===== config.mk =====
export PLATFORM = sky130hd
export DESIGN_NAME = clk_out_gate
export DESIGN_NICKNAME = d
export VERILOG_FILES = /design/src/rtl/clk_out_gate.sv
export SDC_FILE = /design/constraint.sdc
export NUM_CORES = 1
export LEC_CHECK = 0
export BUFFER_PORTS_ARGS = -buffer_cell sky130_fd_sc_hd__buf_2
export CAP_MARGIN = 5
export CORE_MARGIN = 8
export CORE_UTILIZATION = 45
export CTS_CLUSTER_SIZE = 24
export DETAILED_ROUTE_END_ITERATION = 7
export MAX_ROUTING_LAYER = met4
export PLACE_DENSITY_LB_ADDON = 0.12
export RECOVER_POWER = 100
export SLEW_MARGIN = 0
export SYNTH_ARGS = -nofsm -noshare
export SYNTH_HDL_FRONTEND = slang
export SYNTH_SLANG_ARGS = --single-unit
export TNS_END_PERCENT = 5

===== constraint.sdc =====
create_clock -name clk_ref -period 1.3 [get_ports clk_ref]
set_clock_uncertainty 0.15 [all_clocks]
set_input_delay 0.065 -clock clk_ref [delete_from_list [all_inputs] [get_ports clk_ref]]
set_output_delay 0.065 -clock clk_ref [all_outputs]
set_load 0.02 [all_outputs]

===== src/rtl/clk_out_gate.sv =====
module clk_out_gate #(
  parameter int N_SRC = 4,
  parameter int N_SE  = 2
) (
  input  logic             clk_ref,
  input  logic             rst_n,
  input  logic             pwrgd,
  input  logic             gen_pin,
  input  logic             gen_bit,
  input  logic [N_SRC-1:0] req_pin_n,
  input  logic [N_SRC-1:0] req_bit_n,
  input  logic [N_SRC-1:0] free_run,
  input  logic [N_SE-1:0]  oe_pin,
  input  logic [N_SE-1:0]  oe_bit,
  output logic [N_SRC-1:0] src_clk,
  output logic [N_SE-1:0]  se_clk,
  output logic [N_SRC-1:0] src_run,
  output logic [N_SE-1:0]  se_run
);
  localparam int NPIN = 2 + N_SRC + N_SE;
  localparam logic [NPIN-1:0] PIN_RST = {{N_SE{1'b0}}, {N_SRC{1'b1}}, 2'b00};

  logic [NPIN-1:0]  pin_raw, sync_a, sync_b;
  logic             pwr_s, gen_s, phase;
  logic [N_SRC-1:0] req_s, src_want;
  logic [N_SE-1:0]  oe_s, se_want;

  assign pin_raw = {oe_pin, req_pin_n, gen_pin, pwrgd};

  always_ff @(posedge clk_ref or negedge rst_n)
    if (!rst_n) begin
      sync_a <= PIN_RST;
      sync_b <= PIN_RST;
    end else begin
      sync_a <= pin_raw;
      sync_b <= sync_a;
    end

  assign pwr_s = sync_b[0];
  assign gen_s = sync_b[1];
  assign req_s = sync_b[2 +: N_SRC];
  assign oe_s  = sync_b[2 + N_SRC +: N_SE];

  assign src_want = {N_SRC{pwr_s}} & ~(req_s & req_bit_n)
                  & ({N_SRC{gen_s | gen_bit}} | free_run);
  assign se_want  = oe_s | oe_bit;

  always_ff @(posedge clk_ref or negedge rst_n)
    if (!rst_n) begin
      phase   <= 1'b0;
      src_run <= '0;
      se_run  <= '0;
      src_clk <= '0;
      se_clk  <= '0;
    end else begin
      phase   <= ~phase;
      src_clk <= src_run & {N_SRC{~phase}};
      se_clk  <= se_run & {N_SE{~phase}};
      if (phase) begin
        src_run <= src_want;
        se_run  <= se_want;
      end
    end
endmodule


==> reports/results.ini <==
[drt]
drtIter0Drc=6
firstDrtPassIters=3
drt-vias-per-instance=4.28
wl_per_cell_um=12.5
vias=595
drcViolationCount=0
totalWireLength_um=1740
ant_nets=0

[timing]
timing.final.crit_period_ps=1280
finalSetupViolCount=0
rsz0062_at_grt=false
max_slew_margin_pct=55.8
worst_slew_pin_slew_ps=663
drv_slew=0
hold_viol=0
fin_crit_sh_pct=98.4
max_freq_ghz=0.781
tns_ps=0

[layout]
antennaDiodeCount=0
fin_nets=132
area.growth.synth_to_final_pct=47.9
drive_gt1_share_pct=30.4
instances_no_fill=139

[worst_setup_path]
crit_path_end_kind=flop
critPathBufInv=2
critPathMaxStageDelay_ps=540
start_kind=input port
critPathMaxFanout=4
path_delay_family=buffers and inverters
rr_endpoint=src_run[0]$_DFFE_PN0P_
critPathKind=in2reg
required_ps=1350
slowest_stage=dlygate4sd3_1
ff2ff_path_depth=2
crit_chain=dlygate4sd3_1 > clkbuf_1 > or3_1 > a41o_1
cp_data_arrival_time_ps=1330
r2r-start=sync_b[1]$_DFF_PN0_
r2r_slack_ps=60

[place]
hpwl_um=1080
gp_congestion=0.691
post-place-cells=111
port-buffer-count=32

[synth]
synthTopCellsByArea=dfrtp_1 (59%), dfstp_2 (24%), a41o_1 (4.5%), nor2b_1 (4.2%), or3_1 (2.8%)
yosysUniqueCellTypes=10
async_flop_share_pct=100
synth_fp_nets=74
yosysMostFrequentCell=dfrtp_1
synth.top_cells.by_count=dfrtp_1 (21), dfstp_2 (8), nor2b_1 (6)
ys_ff_latch=29
synth.avg_cell_area_sq_um=16.7
netlist_instances=53
yosysWarnings=0
yosysTopAreaCell=dfrtp_1
syn-cell-area_sq_um=885
ys_seq_area_share_pct=83.2
synth_top_area_share_pct=59.4
synthFlopType=dfrtp_1
synth_edf_count=0

[global_route]
grt_use_total_pct=10.8
grt_pass1_vias=633
grt_max_degree=30
grt_pass1_wl_um=2760
antenna_found_initial=0
overflow=0

[cts]
ctsResizeCount=0
insertion_delay_ps=310
clkTransAtPathRegs_ps=90
h-tree-depth=2
cts_num_sinks=29
numCtsBuffers=5
cts_tree=done
root_buffer=clkbuf_4
cts_buffer_depth=2

[die]
die_height_um=60.3
rows=16
initial_core_util_pct=46.5
die_x_um=60.3
io_pins=33
die_area_sq_um=3640
core-area_sq_um=1900

[power]
max-vdd-ir-drop_mv=0.935
clkPwrFrac_pct=29.7
p_int_mw=1.25
power_density_nw_per_um2=1240
seqPwrFrac_pct=60.2
swShare_pct=23.0
total_leakage_power_nw=0.609
pwr-share-comb_pct=10.1
p_switching_mw=0.372

[hold_path]
hold_class=in2async

[job]
maxCapViolations=0

[run_status]
status=finished, final reports clean

state kept, by name (all words and copies together), names as in the netlist:
signal	flops
sync_a	8
sync_b	8
phase	1
src_clk	4
se_run	2
src_run	4
se_clk	2
per-stage QoR:
step	area, sq um	total power [mW]	utilization (%)	hold WS (ps)	setup WS, ps
final	1310	1.62	68.8	167	20.3
after global routing	1310	1.70	68.8	212	10.3
after detailed placement	1070	1.12	56.4	-48.7	71.5
after CTS	1330	1.65	69.7	145	19.4
after global placement	1070	1.11	56.4	-49.8	90.5
after floorplan	885	1.04	-	-381	117
cell usage in the layout, fill, tap and decap left out, types with 2 or more instances in the layout:
cell / synthesis / layout
nand2_1: 4 / 4
nand2b_1: 2 / 2
clkbuf_4: 0 / 5
o21ai_0: 2 / 2
or3_1: 4 / 4
dfrtp_1: 21 / 21
a41o_1: 4 / 4
clkbuf_1: 0 / 14
dfstp_2: 8 / 8
buf_2: 1 / 18
dlygate4sd3_1: 0 / 20
nor2b_1: 6 / 6
clkinv_2: 0 / 2
per-layer routing:
| layer | global-route usage, % | routed length (um) | vias up |
|---|---|---|---|
| met3 | 4.66 | 164 | 2 |
| met1 | 12.3 | 765 | 277 |
| met5 | - | 0 | - |
| met4 | 5.10 | 3 | 0 |
| li1 | - | - | 292 |
| met2 | 16.0 | 809 | 24 |
power groups by stage:
stage	Combinational (mW)	Sequential (mW)	Clock, mW
finish	0.163	0.974	0.481
floorplan	0.0191	1.02	0
global placement	0.124	0.989	0
CTS	0.171	0.974	0.510
detailed placement	0.125	0.991	0
global route	0.178	0.981	0.544
worst max path at each step:
stage	end	start	slack (ps)	depth (start not counted)
after floorplan	src_run[0]$_DFFE_PN0P_	sync_b[1]$_DFF_PN0_	120	2
after global placement	src_run[3]$_DFFE_PN0P_	sync_b[1]$_DFF_PN0_	90	2
after detailed placement	src_run[2]$_DFFE_PN0P_	sync_b[1]$_DFF_PN0_	70	2
after CTS	src_run[2]$_DFFE_PN0P_	gen_bit	20	4
after global routing	src_run[2]$_DFFE_PN0P_	gen_bit	10	4
final	src_run[0]$_DFFE_PN0P_	gen_bit	20	4
logic make-up (layout without fill, tap and decap cells):
logic type | Yosys count | in the layout | share of synthesized area (%)
AOI/OAI and AO/OA | 6 | 6 | 5.66
buffers and inverters | 2 | 61 | 0.989
DFF | 29 | 29 | 83.2
and+or+nand+nor | 16 | 16 | 10.2
area by class of cell:
cell class	count	area, sq um
Fill cell	129	593
Inverter	1	3.75
Multi-Input combinational cell	22	140
Sequential cell	29	736
Timing Repair Buffer	52	344
Tap cell	27	33.8
Clock inverter	2	10.0
Clock buffer	6	41.3
what timing repair did:
item                                   in CTS  in global routing
endpoints found under the hold margin      43                  0
hold buffers                               20                  0
setup buffers                               0                  0
Note: power is estimated with default switching activity, not from simulation.
